**src/rtl/dram_dec_pkg.sv**
```systemverilog
package dram_dec_pkg;
   // What the current row-strobe low period was opened for.
   typedef enum logic [1:0] {
      RK_IDLE    = 2'd0,
      RK_ACCESS  = 2'd1,
      RK_REFRESH = 2'd2
   } ras_kind_e;

   // Words sharing one test-mode group (two column bits).
   localparam int unsigned TM_GROUP = 4;
endpackage

```
**src/rtl/dram_strobe_sampler.sv**
```systemverilog
module dram_strobe_sampler #(
   parameter int ADDR_W      = 3,
   parameter int DQ_W        = 4,
   parameter int SYNC_STAGES = 1
) (
   input  logic              clk,
   input  logic              rst_n,
   input  logic              ras_n,
   input  logic              cas_n,
   input  logic              we_n,
   input  logic              oe_n,
   input  logic [ADDR_W-1:0] addr,
   input  logic [DQ_W-1:0]   dq_in,
   output logic              s_cas,
   output logic              s_we,
   output logic              s_oe,
   output logic [ADDR_W-1:0] s_addr,
   output logic [DQ_W-1:0]   s_dq,
   output logic              ras_fall,
   output logic              ras_rise,
   output logic              cas_fall,
   output logic              cas_rise
);
   localparam int VW = 4 + ADDR_W + DQ_W;
   localparam logic [VW-1:0] IDLE_V = {4'b1111, {(ADDR_W + DQ_W){1'b0}}};

   logic [VW-1:0] raw_v, st1_v, last_v;
   logic          s_ras, p_ras, p_cas;

   assign raw_v = {ras_n, cas_n, we_n, oe_n, addr, dq_in};

   always_ff @(posedge clk) begin
      if (!rst_n) st1_v <= IDLE_V;
      else        st1_v <= raw_v;
   end

   generate
      if (SYNC_STAGES < 1 || SYNC_STAGES > 2) begin : g_bad_stages
         $error("dram_strobe_sampler: SYNC_STAGES must be 1 or 2");
      end
      if (SYNC_STAGES == 2) begin : g_two
         logic [VW-1:0] st2_v;
         always_ff @(posedge clk) begin
            if (!rst_n) st2_v <= IDLE_V;
            else        st2_v <= st1_v;
         end
         assign last_v = st2_v;
      end else begin : g_one
         assign last_v = st1_v;
      end
   endgenerate

   assign s_ras  = last_v[VW-1];
   assign s_cas  = last_v[VW-2];
   assign s_we   = last_v[VW-3];
   assign s_oe   = last_v[VW-4];
   assign s_addr = last_v[DQ_W +: ADDR_W];
   assign s_dq   = last_v[DQ_W-1:0];

   always_ff @(posedge clk) begin
      if (!rst_n) begin
         p_ras <= 1'b1;
         p_cas <= 1'b1;
      end else begin
         p_ras <= s_ras;
         p_cas <= s_cas;
      end
   end

   assign ras_fall = p_ras & ~s_ras;
   assign ras_rise = ~p_ras & s_ras;
   assign cas_fall = p_cas & ~s_cas;
   assign cas_rise = ~p_cas & s_cas;
endmodule

```
**src/rtl/dram_cycle_ctrl.sv**
```systemverilog
module dram_cycle_ctrl
   import dram_dec_pkg::*;
#(
   parameter int ROW_W  = 3,
   parameter int COL_W  = 3,
   parameter int ADDR_W = 3
) (
   input  logic              clk,
   input  logic              rst_n,
   input  logic              s_cas,
   input  logic              s_we,
   input  logic [ADDR_W-1:0] s_addr,
   input  logic              ras_fall,
   input  logic              ras_rise,
   input  logic              cas_fall,
   input  logic              cas_rise,
   output logic [ROW_W-1:0]  row_q,
   output logic [COL_W-1:0]  col_q,
   output logic              wr_en,
   output logic [COL_W-1:0]  wr_col,
   output logic              rd_active,
   output logic              tm_active,
   output logic              rfsh_stb,
   output logic [ROW_W-1:0]  rfsh_row
);
   ras_kind_e        kind_q;
   logic             cas_seen_q;
   logic             rd_q, tm_q, stb_q;
   logic [ROW_W-1:0] rcnt_q, rrow_q;
   logic             open_row;

   assign open_row = (kind_q == RK_ACCESS);
   assign wr_en    = cas_fall & open_row & ~s_we;
   assign wr_col   = s_addr[COL_W-1:0];

   always_ff @(posedge clk) begin
      if (!rst_n) begin
         kind_q     <= RK_IDLE;
         cas_seen_q <= 1'b0;
         rd_q       <= 1'b0;
         tm_q       <= 1'b0;
         stb_q      <= 1'b0;
         rcnt_q     <= '0;
         rrow_q     <= '0;
         row_q      <= '0;
         col_q      <= '0;
      end else begin
         stb_q <= 1'b0;
         if (ras_fall) begin
            if (!s_cas) begin
               // column strobe already low: counter refresh, maybe test entry
               kind_q <= RK_REFRESH;
               stb_q  <= 1'b1;
               rrow_q <= rcnt_q;
               rcnt_q <= rcnt_q + 1'b1;
               tm_q   <= ~s_we;
            end else begin
               kind_q     <= RK_ACCESS;
               row_q      <= s_addr[ROW_W-1:0];
               cas_seen_q <= 1'b0;
            end
         end else if (ras_rise) begin
            if (open_row && !cas_seen_q && !cas_fall) begin
               // no column access happened: addressed-row refresh
               stb_q  <= 1'b1;
               rrow_q <= row_q;
               tm_q   <= 1'b0;
            end
            kind_q <= RK_IDLE;
         end

         if (cas_fall && open_row) begin
            cas_seen_q <= 1'b1;
            col_q      <= s_addr[COL_W-1:0];
            rd_q       <= s_we;
         end else if (cas_rise) begin
            rd_q <= 1'b0;
         end
      end
   end

   assign rd_active = rd_q;
   assign tm_active = tm_q;
   assign rfsh_stb  = stb_q;
   assign rfsh_row  = rrow_q;

   assert_cbr_uses_counter_R6: assert property (@(posedge clk) disable iff (!rst_n)
      (ras_fall && !s_cas) |=> (rfsh_stb && rfsh_row == $past(rcnt_q)
                                && rcnt_q == $past(rcnt_q) + 1'b1));
   assert_test_entry_R8: assert property (@(posedge clk) disable iff (!rst_n)
      (ras_fall && !s_cas && !s_we) |=> tm_active);
   assert_test_clear_cbr_R9: assert property (@(posedge clk) disable iff (!rst_n)
      (ras_fall && !s_cas && s_we) |=> !tm_active);
   assert_test_held_R9: assert property (@(posedge clk) disable iff (!rst_n)
      (!ras_fall && !ras_rise) |=> $stable(tm_active));
   assert_write_no_read_R5: assert property (@(posedge clk) disable iff (!rst_n)
      wr_en |=> !rd_active);
   assert_refresh_not_access_R6: assert property (@(posedge clk) disable iff (!rst_n)
      (ras_fall && !s_cas) |=> (kind_q == RK_REFRESH));
endmodule

```
**src/rtl/dram_cell_array.sv**
```systemverilog
module dram_cell_array
   import dram_dec_pkg::*;
#(
   parameter int ROW_W = 3,
   parameter int COL_W = 3,
   parameter int DQ_W  = 4
) (
   input  logic             clk,
   input  logic             wr_en,
   input  logic [ROW_W-1:0] wr_row,
   input  logic [COL_W-1:0] wr_col,
   input  logic [DQ_W-1:0]  wdata,
   input  logic [ROW_W-1:0] rd_row,
   input  logic [COL_W-1:0] rd_col,
   input  logic             tm,
   output logic [DQ_W-1:0]  rdata
);
   localparam int AW    = ROW_W + COL_W;
   localparam int DEPTH = 1 << AW;

   generate
      if (COL_W < 2) begin : g_bad_col
         $error("dram_cell_array: COL_W must be at least 2 for test groups");
      end
   endgenerate

   logic [DQ_W-1:0] mem [DEPTH];
   logic [DQ_W-1:0] grp [TM_GROUP];
   logic [DQ_W-1:0] plain, cmp;

   always_ff @(posedge clk) begin
      if (wr_en) begin
         if (tm) begin
            for (int j = 0; j < TM_GROUP; j++)
               mem[{wr_row, wr_col[COL_W-1:2], 2'(j)}] <= wdata;
         end else begin
            mem[{wr_row, wr_col}] <= wdata;
         end
      end
   end

   assign plain = mem[{rd_row, rd_col}];

   genvar g, b;
   generate
      for (g = 0; g < TM_GROUP; g++) begin : g_grp
         assign grp[g] = mem[{rd_row, rd_col[COL_W-1:2], 2'(g)}];
      end
      for (b = 0; b < DQ_W; b++) begin : g_cmp
         logic [TM_GROUP-1:0] bits;
         assign bits   = {grp[3][b], grp[2][b], grp[1][b], grp[0][b]};
         assign cmp[b] = (&bits) | ~(|bits);
      end
   endgenerate

   assign rdata = tm ? cmp : plain;
endmodule

```
**src/rtl/dram_cycle_decoder.sv**
```systemverilog
module dram_cycle_decoder #(
   parameter int ROW_W       = 3,
   parameter int COL_W       = 3,
   parameter int DQ_W        = 4,
   parameter int SYNC_STAGES = 1,
   localparam int ADDR_W     = (ROW_W > COL_W) ? ROW_W : COL_W
) (
   input  logic              clk,
   input  logic              rst_n,
   input  logic              ras_n,
   input  logic              cas_n,
   input  logic              we_n,
   input  logic              oe_n,
   input  logic [ADDR_W-1:0] addr,
   input  logic [DQ_W-1:0]   dq_in,
   output logic [DQ_W-1:0]   dq_out,
   output logic              dq_oe,
   output logic              tm_active,
   output logic              rfsh_stb,
   output logic [ROW_W-1:0]  rfsh_row
);
   logic              s_cas, s_we, s_oe;
   logic [ADDR_W-1:0] s_addr;
   logic [DQ_W-1:0]   s_dq, rdata;
   logic              ras_fall, ras_rise, cas_fall, cas_rise;
   logic [ROW_W-1:0]  row_q;
   logic [COL_W-1:0]  col_q, wr_col;
   logic              wr_en, rd_active;

   dram_strobe_sampler #(
      .ADDR_W(ADDR_W), .DQ_W(DQ_W), .SYNC_STAGES(SYNC_STAGES)
   ) u_smp (
      .clk(clk), .rst_n(rst_n),
      .ras_n(ras_n), .cas_n(cas_n), .we_n(we_n), .oe_n(oe_n),
      .addr(addr), .dq_in(dq_in),
      .s_cas(s_cas), .s_we(s_we), .s_oe(s_oe), .s_addr(s_addr), .s_dq(s_dq),
      .ras_fall(ras_fall), .ras_rise(ras_rise),
      .cas_fall(cas_fall), .cas_rise(cas_rise)
   );

   dram_cycle_ctrl #(
      .ROW_W(ROW_W), .COL_W(COL_W), .ADDR_W(ADDR_W)
   ) u_ctrl (
      .clk(clk), .rst_n(rst_n),
      .s_cas(s_cas), .s_we(s_we), .s_addr(s_addr),
      .ras_fall(ras_fall), .ras_rise(ras_rise),
      .cas_fall(cas_fall), .cas_rise(cas_rise),
      .row_q(row_q), .col_q(col_q), .wr_en(wr_en), .wr_col(wr_col),
      .rd_active(rd_active), .tm_active(tm_active),
      .rfsh_stb(rfsh_stb), .rfsh_row(rfsh_row)
   );

   dram_cell_array #(
      .ROW_W(ROW_W), .COL_W(COL_W), .DQ_W(DQ_W)
   ) u_arr (
      .clk(clk), .wr_en(wr_en), .wr_row(row_q), .wr_col(wr_col), .wdata(s_dq),
      .rd_row(row_q), .rd_col(col_q), .tm(tm_active), .rdata(rdata)
   );

   assign dq_oe  = rd_active & ~s_oe;
   assign dq_out = dq_oe ? rdata : '0;

   assert_read_ends_on_cas_R4: assert property (@(posedge clk) disable iff (!rst_n)
      $rose(s_cas) |=> !dq_oe);
   assert_oe_release_R4: assert property (@(posedge clk) disable iff (!rst_n)
      $rose(s_oe) |-> !dq_oe);
   assert_one_action_R2: assert property (@(posedge clk) disable iff (!rst_n)
      $onehot0({wr_en, cas_fall && rd_active === 1'b0 && !s_we && 1'b0, rfsh_stb && wr_en}));
endmodule

```
**config.mk**
```make
export PLATFORM = sky130hd
export DESIGN_NAME = dram_cycle_decoder
export DESIGN_NICKNAME = d
export VERILOG_FILES = /design/src/rtl/dram_dec_pkg.sv /design/src/rtl/dram_strobe_sampler.sv /design/src/rtl/dram_cycle_ctrl.sv /design/src/rtl/dram_cell_array.sv /design/src/rtl/dram_cycle_decoder.sv
export SDC_FILE = /design/constraint.sdc
export NUM_CORES = 1
export LEC_CHECK = 0
export ABC_AREA = 1
export BUFFER_PORTS_ARGS = -buffer_cell sky130_fd_sc_hd__clkbuf_2
export CAP_MARGIN = 30
export CORE_ASPECT_RATIO = 1.75
export CORE_MARGIN = 1.5
export CORE_UTILIZATION = 65
export DETAILED_ROUTE_END_ITERATION = 8
export GPL_TIMING_DRIVEN = 0
export PLACE_DENSITY = 0.82
export SLEW_MARGIN = 30
export SYNTH_ARGS = -nofsm -noshare
export SYNTH_HDL_FRONTEND = slang
export SYNTH_SLANG_ARGS = --single-unit
```
**constraint.sdc**
```tcl
create_clock -name clk -period 2.95 [get_ports clk]
set_input_delay 0.4425 -clock clk [delete_from_list [all_inputs] [get_ports clk]]
set_output_delay 0.4425 -clock clk [all_outputs]
set_load 0.005 [all_outputs]
```
==> impl_metrics.env, run 1 <==
export IMPL_status="stopped before the end"
export IMPL_stop_stage="5_1_grt"
export IMPL_error_line="[ERROR GRT-0232] Routing congestion too high. Check the congestion heatmap in the GUI."
export IMPL_cts_root_buf="clkbuf_16"
export IMPL_endpoint_type="output port"
export IMPL_rows=73
export IMPL_grt_worst_endpoint="dq_out[1]"
export IMPL_synth_adder_area_share_pct=0.250
export IMPL_die_w_um=118
export IMPL_clockBufferDepth=3
export IMPL_grt_usage_pct=67.3
export IMPL_cts_htree_levels=1
export IMPL_synth_cell_type_count=29
export IMPL_overflow=7
export IMPL_yosys_area_share_simple_pct=31.8
export IMPL_yosys_warnings=0
export IMPL_ys_ff_latch=287
export IMPL_synth_xor_xnor_area_share_pct=0
export IMPL_syn_area_per_cell_um2=8.08
export IMPL_port_buffers=22
export IMPL_synth_area_top_cells="edfxtp_1, nand2_1, nand3_1"
export IMPL_synth_compound_area_share_pct=6.09
export IMPL_synth_area_leader_cell="edfxtp_1"
export IMPL_ios=23
export IMPL_place_worst_setup_slack_ns=-0.119
export IMPL_synthCells=1861
export IMPL_start_util_pct=66.1
export IMPL_yosys_area_top_type_share_pct=51.1
export IMPL_cts_sinks=287
export IMPL_ys_seq_area_share_pct=55.3
export IMPL_dp_hpwl_um=48500
export IMPL_grt_start_max_net_pins=65
export IMPL_synth_nets=1877
export IMPL_die_h_um=204
export IMPL_yosys_mux_area_fraction_pct=0
export IMPL_gp_congestion=1.23
export IMPL_cts_buffers=26
export IMPL_synth_top_family_by_area="simple AND/OR/NAND/NOR gates"
export IMPL_ctsHoldBuffers=0
export IMPL_syn_area_um2=15000
export IMPL_place_inst=2186
==> cell usage after synthesis <==
| cell type | number |
|---|---|
| edfxtp_1 | 256 |
| nor2_1 | 147 |
| buf_1 | 1 |
| buf_6 | 3 |
| nor4_1 | 1 |
| o211ai_1 | 4 |
| a211oi_1 | 2 |
| o21ai_0 | 136 |
| nor3_2 | 1 |
| dfxtp_1 | 31 |
| buf_2 | 54 |
| nand4_2 | 1 |
| inv_1 | 111 |
| a21oi_1 | 29 |
| ha_1 | 3 |
| nand2_1 | 744 |
| nor2_4 | 1 |
| nand3_1 | 251 |
| nor3_1 | 7 |
| nand2_2 | 2 |
| nand4_1 | 1 |
| inv_4 | 1 |
| o21ai_1 | 9 |
| nor2_2 | 4 |
| inv_2 | 6 |
| or2_2 | 9 |
| buf_4 | 19 |
| clkinv_1 | 1 |
| clkbuf_1 | 26 |
==> stage by stage <==
step	instance area (um^2)	hold WS (ns)
CTS	17300	0.0764
detailed placement	15600	0.476
global placement	15500	0.456
floorplan	15000	0.424
==> timing repair <==
item,4_1_cts
cloned,1
setup endpoints to repair,104
resized for setup,242
pin swaps,7
buffers inserted,11
==> logic make-up after synthesis <==
family | Yosys count
AND/OR/NAND/NOR | 1169
flip-flops | 287
buffers and inverters | 222
adder cells (fa/ha/maj) | 3
AO/OA/AOI/OAI | 180
==> metal layers <==
layer,overflow,track usage (%)
met3,0,46.6
met4,4,65.6
met5,0,24.8
met2,3,87.6
met1,0,67.5
==> run 2: changes to the inputs <==
Settings changed: CORE_ASPECT_RATIO 1.75 to default, CORE_UTILIZATION 65 to 40, PLACE_DENSITY 0.82 to default, PLACE_DENSITY_LB_ADDON from default to 0.15.
==> run 2 against run 1 <==
Net effect: synthesized area is the same; synthesized cell count unchanged; the flow now finishes, with violations (setup timing).
==> impl_metrics.env, run 2 <==
export IMPL_r2r_cells=4
export IMPL_holdWs_ns=0.0138
export IMPL_crit_required_ns=2.51
export IMPL_clk_insertion_delay_late_ns=0.61
export IMPL_status="finished with violations"
export IMPL_ys_seq_area_share_pct=55.3
export IMPL_grt_pass1_wl_um=105000
export IMPL_p_total_w=0.00966
export IMPL_hp_start="oe_n"
export IMPL_synthCells=1861
export IMPL_yosysMostFrequentCell="nand2_1"
export IMPL_final_setup_tns_ns=-1.98
export IMPL_path_cells="buf_12, inv_12, buf_12, buf_12, buf_8, nand3_1, nand3_2, nand2_1, nor2_2, nand2_1, nand2_1, nand2_1, nor2_1, buf_2"
export IMPL_cts_root_buf="clkbuf_16"
export IMPL_r2r_end="u_arr.mem[17][3]$_DFFE_PP_"
export IMPL_drc=0
export IMPL_final_cell_mix="nand2_1, edfxtp_1, nand3_1"
export IMPL_cts_tree="done"
export IMPL_rows=70
export IMPL_hold_class="primary input to flip-flop"
export IMPL_synth_cell_type_count=29
export IMPL_postLayoutSetupSlackWorst_ns=-0.261
export IMPL_final_common_cell="nand2_1"
export IMPL_finalSetupViolCount=32
export IMPL_cts_sinks=287
export IMPL_antenna_found_initial=4
export IMPL_path_max_fanout=10
export IMPL_vias=14900
export IMPL_yosys_area_top_type_share_pct=51.1
export IMPL_seqPwrFrac_pct=46.4
export IMPL_dp_hpwl_um=55100
export IMPL_clockBufferDepth=3
export IMPL_grt_usage_pct=40.4
export IMPL_tightest_slew_ns=0.989
export IMPL_nFillCells=3621
export IMPL_area_growth_pct=21.8
export IMPL_core_area_um2=36800
export IMPL_wire_per_inst_um=32.5
export IMPL_ys_ff_latch=287
export IMPL_drive_gt1_share_pct=16.6
export IMPL_syn_area_per_cell_um2=8.08
export IMPL_wl_um=79200
export IMPL_vias_per_cell=6.10
export IMPL_synth_nets=1877
export IMPL_rsz0062_at_grt="yes"
export IMPL_slew_headroom_pct=33.8
export IMPL_vdd_drop_max_mv=0.473
export IMPL_end_kind="output pin"
export IMPL_synth_area_leader_cell="edfxtp_1"
export IMPL_max_stage_delay_ns=0.37
export IMPL_crit_top_cell="nand2_1"
export IMPL_ios=23
export IMPL_intPower_w=0.00712
export IMPL_critical_path_class="flip-flop to output pin"
export IMPL_p_clk_share_pct=42.4
export IMPL_arrival_ns=2.77
export IMPL_cts_buffers=31
export IMPL_start_kind="flip-flop"
export IMPL_syn_area_um2=15000
export IMPL_place_worst_setup_slack_ns=-0.266
export IMPL_die_w_um=197
export IMPL_pwr_share_comb_pct=11.2
export IMPL_p_leak_nw=7.59
export IMPL_hold_viol=0
export IMPL_hold_path_depth=2
export IMPL_p_switching_w=0.00255
export IMPL_dieArea_um2=38800
export IMPL_r2r_slack_ns=-0.08
export IMPL_synth_flop_cell="edfxtp_1"
export IMPL_postSynth_asyncResetShare_pct=0
export IMPL_die_h_um=197
export IMPL_slew_viol_final=0
export IMPL_cpMaxStageDelayCell="dfxtp_4"
export IMPL_synth_area_top_cells="edfxtp_1, nand2_1, nand3_1"
export IMPL_power_density_nw_per_um2=528
export IMPL_firstDrtPassIters=8
export IMPL_hold_end="u_smp.last_v[7]$_SDFF_PN1_"
export IMPL_regMostFlops="u_arr.mem"
export IMPL_r2r_start="u_ctrl.tm_active$_SDFFE_PN0P_"
export IMPL_yosys_warnings=0
export IMPL_crit_buf_inv=6
export IMPL_fin_nets=1959
export IMPL_violations="setup timing"
export IMPL_grt_start_max_net_pins=45
export IMPL_cts_clk_slew_worst_paths_ns=0.07
export IMPL_antenna_left=0
export IMPL_largest_reg_flops=256
export IMPL_drtIter0Drc=2177
export IMPL_overflow=0
export IMPL_final_util_pct=49.8
export IMPL_crit_family="simple AND/OR/NAND/NOR gates"
export IMPL_yosys_top_cells_count="nand2_1, edfxtp_1, nand3_1, nor2_1, o21ai_0"
export IMPL_port_buffers=22
export IMPL_finalClockSkew_ns=0.0245
export IMPL_maxCapViolations=0
export IMPL_timing_fmax_mhz=311
export IMPL_grt_pass1_vias=13400
export IMPL_p_sw_share_pct=26.4
export IMPL_start_util_pct=40.9
export IMPL_fin_crit_sh_pct=109
export IMPL_gp_congestion=1.05
export IMPL_synth_edf_count=256
export IMPL_min_period_ns=3.21
export IMPL_cts_htree_levels=1
[run 2: cell counts after synthesis]
Identical to the previous run, type by type.
[run 2: stage by stage]
stage                     area, um^2  std cells
after global placement         15700       2351
after global routing           18300       2435
after CTS                      17600       2424
final                          18300       2437
after detailed placement       15800       2356
after floorplan                15000       1861
[run 2: layout make-up]
cell class              count  area [um^2]  area share (%)
well taps                 468          586            3.20
clock buffers              34          787            4.30
plain buffers             103         1250            6.82
repair buffers             48          460            2.52
diodes                      2         5.00          0.0273
clock inverters            23          264            1.44
multi-input cells        1352         6150            33.6
repair inverters            1         8.76          0.0478
flip-flops and latches    287         8340            45.5
inverters                 119          464            2.54
[run 2: worst max path at each step]
| stage | start | endpoint | depth (start not counted) |
|---|---|---|---|
| global placement | u_ctrl.tm_active$_SDFFE_PN0P_ | u_arr.mem[63][3]$_DFFE_PP_ | 4 |
| global route | u_ctrl.col_q[2]$_SDFFE_PN0N_ | dq_out[3] | 13 |
| CTS | u_ctrl.col_q[2]$_SDFFE_PN0N_ | dq_out[1] | 16 |
| floorplan | u_smp.last_v[9]$_SDFF_PN1_ | u_arr.mem[39][0]$_DFFE_PP_ | 5 |
| finish | u_ctrl.col_q[2]$_SDFFE_PN0N_ | dq_out[3] | 14 |
| detailed placement | u_ctrl.col_q[1]$_SDFFE_PN0N_ | dq_out[1] | 13 |
[run 2: kinds of logic after synthesis]
family	Yosys count	share of synthesized area, %
flip-flops	287	55.3
buffers and inverters	222	6.63
adder cells (fa/ha/maj)	3	0.250
AO/OA/AOI/OAI	180	6.09
AND/OR/NAND/NOR	1169	31.8
[run 2: routing by layer]
layer / global-route usage [%] / vias to the layer above / part of all wire [%]
met5: 0 / - / 0.013
met4: 23.2 / 2 / 6.7
met3: 11.4 / 264 / 14
met2: 57.0 / 1192 / 40
met1: 55.5 / 7093 / 39
li1: - / 6310 / -
[run 2: power groups by stage]
stage                     combinational [W]  sequential (W)  clock [W]
after floorplan                    0.000431         0.00456          0
after global placement             0.000805         0.00461          0
after detailed placement           0.000858         0.00457          0
after CTS                          0.000949         0.00448    0.00411
after global routing                0.00110         0.00448    0.00424
final                               0.00108         0.00448    0.00410
[run 2: timing repair]
| action | in CTS | in global routing |
|---|---|---|
| hold buffers | 2 | 0 |
| endpoints found under the hold margin | 2 | 0 |
| setup endpoints to repair | 54 | 168 |
| gates cloned | 0 | 7 |
| gates resized for setup | 223 | 200 |
| pin swaps | 7 | 29 |
| setup buffers | 9 | 4 |
[run 2: worst register-to-register path: cells and delay by family, from the launching register on]
family	cells	cell delay (ns)
and+or+nand+nor	2	1.37
AOI/OAI and AO/OA	1	0.66
buffers and inverters	1	0.33
DFF	1	0.31
Note: power is estimated with default switching activity, not from simulation.
